[src/rtl/mc_pkg.sv]
package mc_pkg;
  localparam int DATA_W   = 32;
  localparam int ERA_W    = 16;
  localparam int LOCK_W   = 4;

  // word addresses
  localparam int A_CTRL   = 0;
  localparam int A_LOCK   = 1;
  localparam int A_STAT   = 2;
  localparam int A_CNT_HI = 3;
  localparam int A_CNT_LO = 4;
  localparam int A_SCR    = 5;

  // lock bit positions
  localparam int LK_CTR_SOFT = 0;
  localparam int LK_SCR_SOFT = 1;
  localparam int LK_CTR_HARD = 2;
  localparam int LK_SCR_HARD = 3;
endpackage

[src/rtl/mc_lock_regs.sv]
module mc_lock_regs #(
  parameter int W = 4
) (
  input  logic         clk,
  input  logic         rst,
  input  logic         wr,
  input  logic [W-1:0] wdata,
  output logic [W-1:0] lock_q
);
  // set-only bits: a 1 sticks until reset
  always_ff @(posedge clk) begin
    if (rst)     lock_q <= '0;
    else if (wr) lock_q <= lock_q | wdata;
  end
endmodule

[src/rtl/mc_counter.sv]
module mc_counter #(
  parameter int CNT_W = 48
) (
  input  logic             clk,
  input  logic             rst,
  input  logic             bump_req,
  input  logic             en_wr,
  input  logic             en_wdata,
  input  logic             locked,
  output logic [CNT_W-1:0] count,
  output logic             enable,
  output logic             rollover
);
  localparam logic [CNT_W-1:0] MAX_M1 = {{(CNT_W-1){1'b1}}, 1'b0};

  logic at_max;
  logic step;

  assign at_max = &count;
  assign step   = bump_req & enable & ~locked & ~at_max;

  always_ff @(posedge clk) begin
    if (rst) begin
      count    <= '0;
      enable   <= 1'b0;
      rollover <= 1'b0;
    end else begin
      if (step) count <= count + 1'b1;
      if (step && count == MAX_M1) rollover <= 1'b1;
      if (en_wr && !locked) enable <= en_wdata;
    end
  end
endmodule

[src/rtl/mc_scratch.sv]
module mc_scratch #(
  parameter int W = 32
) (
  input  logic         clk,
  input  logic         rst,
  input  logic         wr,
  input  logic         locked,
  input  logic [W-1:0] wdata,
  output logic [W-1:0] value
);
  always_ff @(posedge clk) begin
    if (rst)                 value <= '0;
    else if (wr && !locked)  value <= wdata;
  end
endmodule

[src/rtl/mono_ctr_top.sv]
module mono_ctr_top #(
  parameter int LO_W   = 32,
  parameter int HI_W   = 16,
  parameter int ADDR_W = 3
) (
  input  logic                      clk,
  input  logic                      rst,
  input  logic                      bus_valid,
  input  logic                      bus_write,
  input  logic [ADDR_W-1:0]         bus_addr,
  input  logic [mc_pkg::DATA_W-1:0] bus_wdata,
  input  logic [mc_pkg::ERA_W-1:0]  era_in,
  output logic [mc_pkg::DATA_W-1:0] bus_rdata
);
  import mc_pkg::*;

  localparam int CNT_W = LO_W + HI_W;

  logic              wr_en, rd_en;
  logic              wr_ctrl, wr_lock, wr_scr, wr_cnt;
  logic [CNT_W-1:0]  count;
  logic              enable, rollover;
  logic [LOCK_W-1:0] lock_bits;
  logic              ctr_lock, gp_lock;
  logic [DATA_W-1:0] gpr_q;
  logic [DATA_W-1:0] rd_mux;
  logic [DATA_W-1:0] hi_word, lo_word;

  assign wr_en   = bus_valid & bus_write;
  assign rd_en   = bus_valid & ~bus_write;
  assign wr_ctrl = wr_en && bus_addr == ADDR_W'(A_CTRL);
  assign wr_lock = wr_en && bus_addr == ADDR_W'(A_LOCK);
  assign wr_scr  = wr_en && bus_addr == ADDR_W'(A_SCR);
  assign wr_cnt  = wr_en && (bus_addr == ADDR_W'(A_CNT_HI) ||
                             bus_addr == ADDR_W'(A_CNT_LO));

  assign ctr_lock = lock_bits[LK_CTR_SOFT] | lock_bits[LK_CTR_HARD];
  assign gp_lock  = lock_bits[LK_SCR_SOFT] | lock_bits[LK_SCR_HARD];

  mc_lock_regs #(.W(LOCK_W)) u_lock (
    .clk   (clk),
    .rst   (rst),
    .wr    (wr_lock),
    .wdata (bus_wdata[LOCK_W-1:0]),
    .lock_q(lock_bits)
  );

  mc_counter #(.CNT_W(CNT_W)) u_ctr (
    .clk     (clk),
    .rst     (rst),
    .bump_req(wr_cnt),
    .en_wr   (wr_ctrl),
    .en_wdata(bus_wdata[0]),
    .locked  (ctr_lock),
    .count   (count),
    .enable  (enable),
    .rollover(rollover)
  );

  mc_scratch #(.W(DATA_W)) u_scr (
    .clk   (clk),
    .rst   (rst),
    .wr    (wr_scr),
    .locked(gp_lock),
    .wdata (bus_wdata),
    .value (gpr_q)
  );

  // word views of the count: upper part in low bits, era in the top half
  assign lo_word = DATA_W'(count[LO_W-1:0]);
  assign hi_word = DATA_W'(count[CNT_W-1:LO_W]) | {era_in, {(DATA_W-ERA_W){1'b0}}};

  always_comb begin
    rd_mux = '0;
    case (bus_addr)
      ADDR_W'(A_CTRL):   rd_mux = DATA_W'(enable);
      ADDR_W'(A_LOCK):   rd_mux = DATA_W'(lock_bits);
      ADDR_W'(A_STAT):   rd_mux = DATA_W'(rollover);
      ADDR_W'(A_CNT_HI): rd_mux = hi_word;
      ADDR_W'(A_CNT_LO): rd_mux = lo_word;
      ADDR_W'(A_SCR):    rd_mux = gpr_q;
      default:           rd_mux = '0;
    endcase
  end

  always_ff @(posedge clk) begin
    if (rst)        bus_rdata <= '0;
    else if (rd_en) bus_rdata <= rd_mux;
  end
endmodule

[config.mk]
export PLATFORM = sky130hd
export DESIGN_NAME = mono_ctr_top
export DESIGN_NICKNAME = d
export VERILOG_FILES = /design/src/rtl/mc_pkg.sv /design/src/rtl/mc_lock_regs.sv /design/src/rtl/mc_counter.sv /design/src/rtl/mc_scratch.sv /design/src/rtl/mono_ctr_top.sv
export SDC_FILE = /design/constraint.sdc
export NUM_CORES = 1
export LEC_CHECK = 0
export BUFFER_PORTS_ARGS = -buffer_cell sky130_fd_sc_hd__buf_2
export CAP_MARGIN = 40
export CORE_UTILIZATION = 40
export CTS_BUF_LIST = sky130_fd_sc_hd__clkbuf_16
export CTS_CLUSTER_SIZE = 28
export DETAILED_ROUTE_END_ITERATION = 16
export SETUP_SLACK_MARGIN = 0.3
export SYNTH_ARGS = -nofsm -noshare
export SYNTH_HDL_FRONTEND = slang
export SYNTH_SLANG_ARGS = --single-unit
export TNS_END_PERCENT = 50
[constraint.sdc]
create_clock -name clk -period 3.3 [get_ports clk]
set_input_delay 0.33 -clock clk [delete_from_list [all_inputs] [get_ports clk]]
set_output_delay 0.33 -clock clk [all_outputs]
set_load 0.05 [all_outputs]
After elaboration in Yosys (flattened, before gate mapping)

Index checks and enable logic that the tools add are counted.

$add $sub $neg: 1
$mul: 0
Divide/modulo/power cells: 0
Magnitude comparators: 0
Equality and inequality tests: 6
Shift operators: 0
Mux-type cells: 1
Bitwise operators: 12
Reduce and logical (&&, ||, !) cells: 12

Operator list:

| kind                                                             | count |
|---|---|
| 32-bit one-hot mux with 6 select lines                           | 1 |
| 48-bit by 1-bit adder with 48-bit output (second input constant) | 1 |
| 48-bit == test (second input constant)                           | 1 |
| 48-bit AND reduction                                             | 1 |
| 16-bit by 32-bit OR with 32-bit output                           | 1 |
| 1-bit logical AND                                                | 7 |
| 3-bit by 2-bit == test with 1-bit output (second input constant) | 2 |
| 3-bit == test (second input constant)                            | 2 |
| 1-bit bitwise AND                                                | 5 |
| 4-bit OR                                                         | 1 |
| 3-bit by 1-bit == test with 1-bit output (second input constant) | 1 |
| 3-bit zero test                                                  | 1 |
| 1-bit NOT                                                        | 3 |
| 1-bit zero test                                                  | 2 |
| 1-bit OR                                                         | 2 |
| 1-bit logical OR                                                 | 1 |

Register bits after elaboration: 118
Bits in latches: 0
Memory bits (writable): 0
Memory bits (read-only): 0
Input port bits: 55
Output and inout bits: 32
Memories: 0

Longest topological paths before layout

Word-level depth: 7
Depth in mapped cells: 10
Depth with buffers taken out: 7

Modules after synthesis

Synthesis repeated with hierarchy kept, for this count alone.

Cells, all modules: 653
Area, all modules: 6299.8 um^2

Modules (own cells, without submodules):

| module       | times used | cells each | area each (um^2) |
|---|---|---|---|
| mc_counter   | 1          | 323        | 2800.2 |
| mono_ctr_top | 1          | 173        | 1809.2 |
| mc_scratch   | 1          | 145        | 1575.3 |
| mc_lock_regs | 1          | 12         | 115.1 |

Worst setup path before layout

OpenSTA, ideal clock, no wires.

Kind: in2reg
Start point: input bus_addr[1]
End point: register u_ctr.count[42]
Data arrival time: 2.295 ns
Data required time: 3.177 ns
Path slack: 0.882 ns
Stages on the path: 8
Path through: buf_2 -> nor3b_1 -> o211ai_1 -> or4_4 -> buf_6 -> nor4_4 -> nand4_1 -> mux2_1

Cells in the longest elaborated chain, start to end: 6
Elaborated cells between the ends (all ways): 7

Ends and longest elaborated chain:

| element                                                                   | line                                   | RTL |
|---|---|---|
| from (decl)                                                               | mono_ctr_top.sv:10                     | `input logic [ADDR_W-1:0] bus_addr,` |
| 3-bit by 2-bit == test with 1-bit output or 3-bit == test (tied branches) | mono_ctr_top.sv:34, mono_ctr_top.sv:35 |  |
| 1-bit logical OR *                                                        | mono_ctr_top.sv:34                     | `assign wr_cnt = wr_en && (bus_addr == ADDR_W'(A_CNT_HI) \|\|` |
| 1-bit logical AND *                                                       | mono_ctr_top.sv:34                     |  |
| 1-bit bitwise AND * (3 in series)                                         | mc_counter.sv:20                       | `assign step = bump_req & enable & ~locked & ~at_max;` |
| to (signal assigned)                                                      | mc_counter.sv:28                       | `if (step) count <= count + 1'b1;` |
| to (decl)                                                                 | mc_counter.sv:10                       | `output logic [CNT_W-1:0] count,` |

Every way passes the cells marked *; elsewhere a longest branch is shown, timed or not.
A chain may end at the register's enable or synchronous reset.

Worst setup path in the final report

Start point: register u_ctr.count[17]
End point: register u_ctr.count[24]

Cells in the longest elaborated chain, start to end: 3
Elaborated cells between the ends (all ways): 4

Ends and longest elaborated chain:

| element |
|---|
| branches (longest 3 deep; another with 48-bit by 1-bit adder with 48-bit output) |

Parallel ways; which one is timed is not known.

==> flow_results.org <==
** STA
- Setup repair after global routing left no endpoint under its margin.
- Max transition margin :: 41.72%
- Final hold violation count :: 0
- Slew @ Worst Pin :: 0.8742 ns
- In the finished design, the share of the clock period the worst path needs comes to 78.12%.
- Subtracting the final worst setup slack from the clock period gives 2.578 ns.
- Fmax achieved :: 0.3879 GHz
- Final Setup Violations :: 0
- For the final database, setup skew stands at 0.008635 ns.
- Sum of negative setup slack :: 0 ns
- The max-slew violation count was 0.

** Synth
- Post-synth EDFFs :: 0
- Of the total synthesized cell area, the portion taken by XOR and XNOR cells is 2.020%.
- Synthesized area divided by synthesized cell count :: 8.066 um2
- Proportion of synthesized flip-flops having asynchronous set or reset :: 0%
- Main combinational cell family by area after synthesis :: simple AND/OR/NAND/NOR gates
- Synthesized Nets :: 756
- Most common library cells after synthesis :: sky130_fd_sc_hd__dfxtp_1 (118), sky130_fd_sc_hd__nand2_1 (115), sky130_fd_sc_hd__nor2_1 (73)
- Post-synthesis cell area :: 5638 um2
- Flip-flop and latch count after synthesis :: 118
- The Yosys step of the flow raised 0 warnings.
- For this run, the leading register cell type out of synthesis is sky130_fd_sc_hd__dfxtp_1.
- The synthesized netlist devotes 25.43% of its cell area to simple gates.
- Top cell type by total area after synthesis :: sky130_fd_sc_hd__dfxtp_1
- Synthesis instantiated 49 different standard cells from the library.
- Sequential element share of the synthesized area :: 41.90%
- Of the post-synthesis cell area, the dominant cell type holds 41.90%.
- Most used standard cell by instance count after synthesis :: sky130_fd_sc_hd__dfxtp_1
- Synthesized-area fraction occupied by ao, oa, aoi and oai cells :: 17.98%
- In the synthesized netlist, the number of instances is 699.
- Share of synthesized cell area in full adder, half adder and majority cells :: 0.4439%
- After synthesis, the share of cell area in mux cells is 7.923%.
- Largest cells by area after synthesis :: sky130_fd_sc_hd__dfxtp_1 (42%), sky130_fd_sc_hd__nand2_1 (7.7%), sky130_fd_sc_hd__mux2i_1 (5.3%)

** Die
- Horizontal extent of the die :: 120.7 um
- The core region is 13,830 um2.
- Row count :: 43
- 87 I/O pins were placed.
- Chip height :: 120.7 um
- Die footprint :: 14,570 um2
- The initial utilization of the core area, before any placement, comes to 40.77%.

** Placement
- Input and output buffers added on the ports amount to 86.
- Weighted congestion reported at the end of routability-driven placement :: 0.8411
- The HPWL after detailed placement is 10,180 um.

** Critical path
- STA classifies the critical path startpoint as a flop.
- Walking the worst path, the cells encountered are and4_1 -> and3_1 -> nand2_1 -> buf_4 -> o211ai_1 -> or3_1 -> a21oi_1.
- Critical Path Fanout Max :: 17
- For this run, the slowest stage of the critical path takes 0.45 ns.
- Type of the setup path with the least slack :: reg -> reg
- At the worst endpoint, the required time is 3.59 ns.
- STA classifies the critical path endpoint as a flop.
- Arrival @ worst endpoint :: 2.87 ns
- The slowest stage of the critical path is the sky130_fd_sc_hd__o211ai_1 cell.
- Worst R2R Setup Slack :: 0.72 ns

** Drt
- Iteration count of the initial detailed-routing pass :: 10
- In this run, the number of DRC markers left after iteration 0 of detailed routing was 323.
- Dividing the detail-routed wire length by the instance count gives 15.75 um.
- In this run the remaining antenna-violating nets after routing total 0.
- Post-DR vias/cell :: 5.487
- The final route contains 5,273 vias.
- Post-Route WL :: 15,130 um
- For this run, design rule violations remaining after detail routing come to 2.

** Clock tree
- TritonCTS buffer count :: 17
- The tree built by TritonCTS fans out to 118 sinks.
- Post-CTS Setup Repair Bufs :: 0
- Clock H-tree levels :: 4
- At the later pin of the worst-skew pair, clock insertion delay measures 0.42 ns.
- Clock root buffer master :: sky130_fd_sc_hd__clkbuf_16
- Register clock-pin slew on the reported worst setup and hold paths :: 0.05 ns
- Once the clock tree was built, the resizer swapped 0 gates to a different size.
- Buffers inserted to repair hold after CTS numbered 0.
- Counting along the longest clock path gives a buffer depth of 2.
- TritonCTS built the clock tree.

** Global route
- Wire length of the first global-routing pass :: 24,430 um
- Global routing used 21.53% of the available tracks.
- Summed over all layers, the global routing overflow is 0.
- The via count of the first global-routing pass is 4,875.
- The initial antenna violation count was 0.
- Entering global routing, the biggest net connects 86 pins.

** Layout
- After the last flow step, the layout net total stands at 825.
- Final core utilization :: 49.03%
- In the final layout, the share of cells above drive strength 1 is 18.69%.
- Relative to the synthesized area, the layout overhead comes to 20.24%.
- 0 antenna diodes ended up in the layout.

** Pwr
- The analysis attributes to cell leakage a power of 2.534 nW.
- Power spread over the standard cell area amounts to 503.1 nW/um2.
- Peak VDD IR :: 0.3749 mV

** Status
- The final reports fail on DRC.
- The flow ran to the end, but the final reports show violations.

** Run
- Across the run, the number of max-cap violations was 0.

** Hold path
- The tightest min-delay check is of the in -> reg type.
[routing by layer]
| layer | GRT usage (%) | up-vias | routed length, um |
|---|---|---|---|
| li1 | - | 2627 | - |
| met4 | 8.642 | 0 | 224 |
| met3 | 4.953 | 22 | 758 |
| met1 | 28.70 | 2489 | 7118 |
| met5 | 0 | - | 0 |
| met2 | 33.48 | 135 | 7030 |
[metrics by stage]
stage          area, um2  cells  hold WS [ns]  power, mW  setup WS, ns
2_1_floorplan       5638    699        0.4329      1.574        0.8818
4_1_cts             6779    961        0.1400      3.434        0.7252
5_1_grt             6779    961        0.1538      3.526        0.4668
6_report            6779    961        0.1470      3.410        0.7221
3_3_place_gp        6206    929        0.4426      1.639        0.7437
3_5_place_dp        6206    929        0.4467      1.643        0.6834
[where the power goes]
group	switching, mW	internal [mW]	total (mW)
clock	0.637	1.16	1.80
sequential	0.00540	1.44	1.44
combinational	0.115	0.0564	0.171
[critical path, delay by kind of cell, from the launching register on]
kind | cells | cell delay, ns
AND/OR/NAND/NOR | 4 | 1.15
AO/OA/AOI/OAI | 2 | 0.51
flip-flops | 1 | 0.43
buffers and inverters | 1 | 0.35
[final timing paths]
kind | from | endpoint | cells after the start
worst max-delay path | u_ctr.count[17] | u_ctr.count[24] | 7
worst min-delay path | bus_wdata[25] | u_scr.value[25] | 3
worst max register to register | u_ctr.count[17] | u_ctr.count[24] | 7
worst min register to register | u_scr.value[16] | u_scr.value[16] | 2
[sequential cells by signal, summed over array words and instances, names as in the netlist]
signal and count:
u_lock.lock_q 4, u_scr.value 32, u_ctr.enable 1, bus_rdata 32
u_ctr.rollover 1, u_ctr.count 48
[final cells by class]
type	instances	area [um2]
well taps	180	225.2
fillers	1354	7048
clock buffers	17	425.4
multi-input cells	522	3043
clock inverters	15	147.6
inverters	8	30.03
flip-flops and latches	118	2362
repair buffers	101	545.5
[kinds of logic after synthesis]
| logic type | Yosys count |
|---|---|
| AOI/OAI and AO/OA | 168 |
| muxes | 43 |
| DFF | 118 |
| and+or+nand+nor | 296 |
| buffers and inverters | 59 |
| xor gates and xnor gates | 13 |
| adders and majority gates | 2 |
[cells in the final DEF (no fill, tap or decap), types with 7 or more instances in the layout]
| cell | count |
|---|---|
| sky130_fd_sc_hd__a21oi_1 | 58 |
| sky130_fd_sc_hd__a22oi_1 | 33 |
| sky130_fd_sc_hd__buf_2 | 85 |
| sky130_fd_sc_hd__buf_4 | 16 |
| sky130_fd_sc_hd__clkbuf_16 | 17 |
| sky130_fd_sc_hd__dfxtp_1 | 118 |
| sky130_fd_sc_hd__inv_1 | 12 |
| sky130_fd_sc_hd__mux2_2 | 11 |
| sky130_fd_sc_hd__mux2i_1 | 30 |
| sky130_fd_sc_hd__nand2_1 | 115 |
| sky130_fd_sc_hd__nand3_1 | 18 |
| sky130_fd_sc_hd__nand4_1 | 9 |
| sky130_fd_sc_hd__nor2_1 | 73 |
| sky130_fd_sc_hd__nor2b_1 | 12 |
| sky130_fd_sc_hd__nor4_1 | 10 |
| sky130_fd_sc_hd__o211ai_1 | 9 |
| sky130_fd_sc_hd__o21ai_0 | 45 |
| sky130_fd_sc_hd__o31ai_1 | 13 |
| sky130_fd_sc_hd__or3_1 | 9 |
| sky130_fd_sc_hd__or4_1 | 16 |
| sky130_fd_sc_hd__xor2_1 | 7 |
Note: power is estimated with default switching activity, not from simulation.
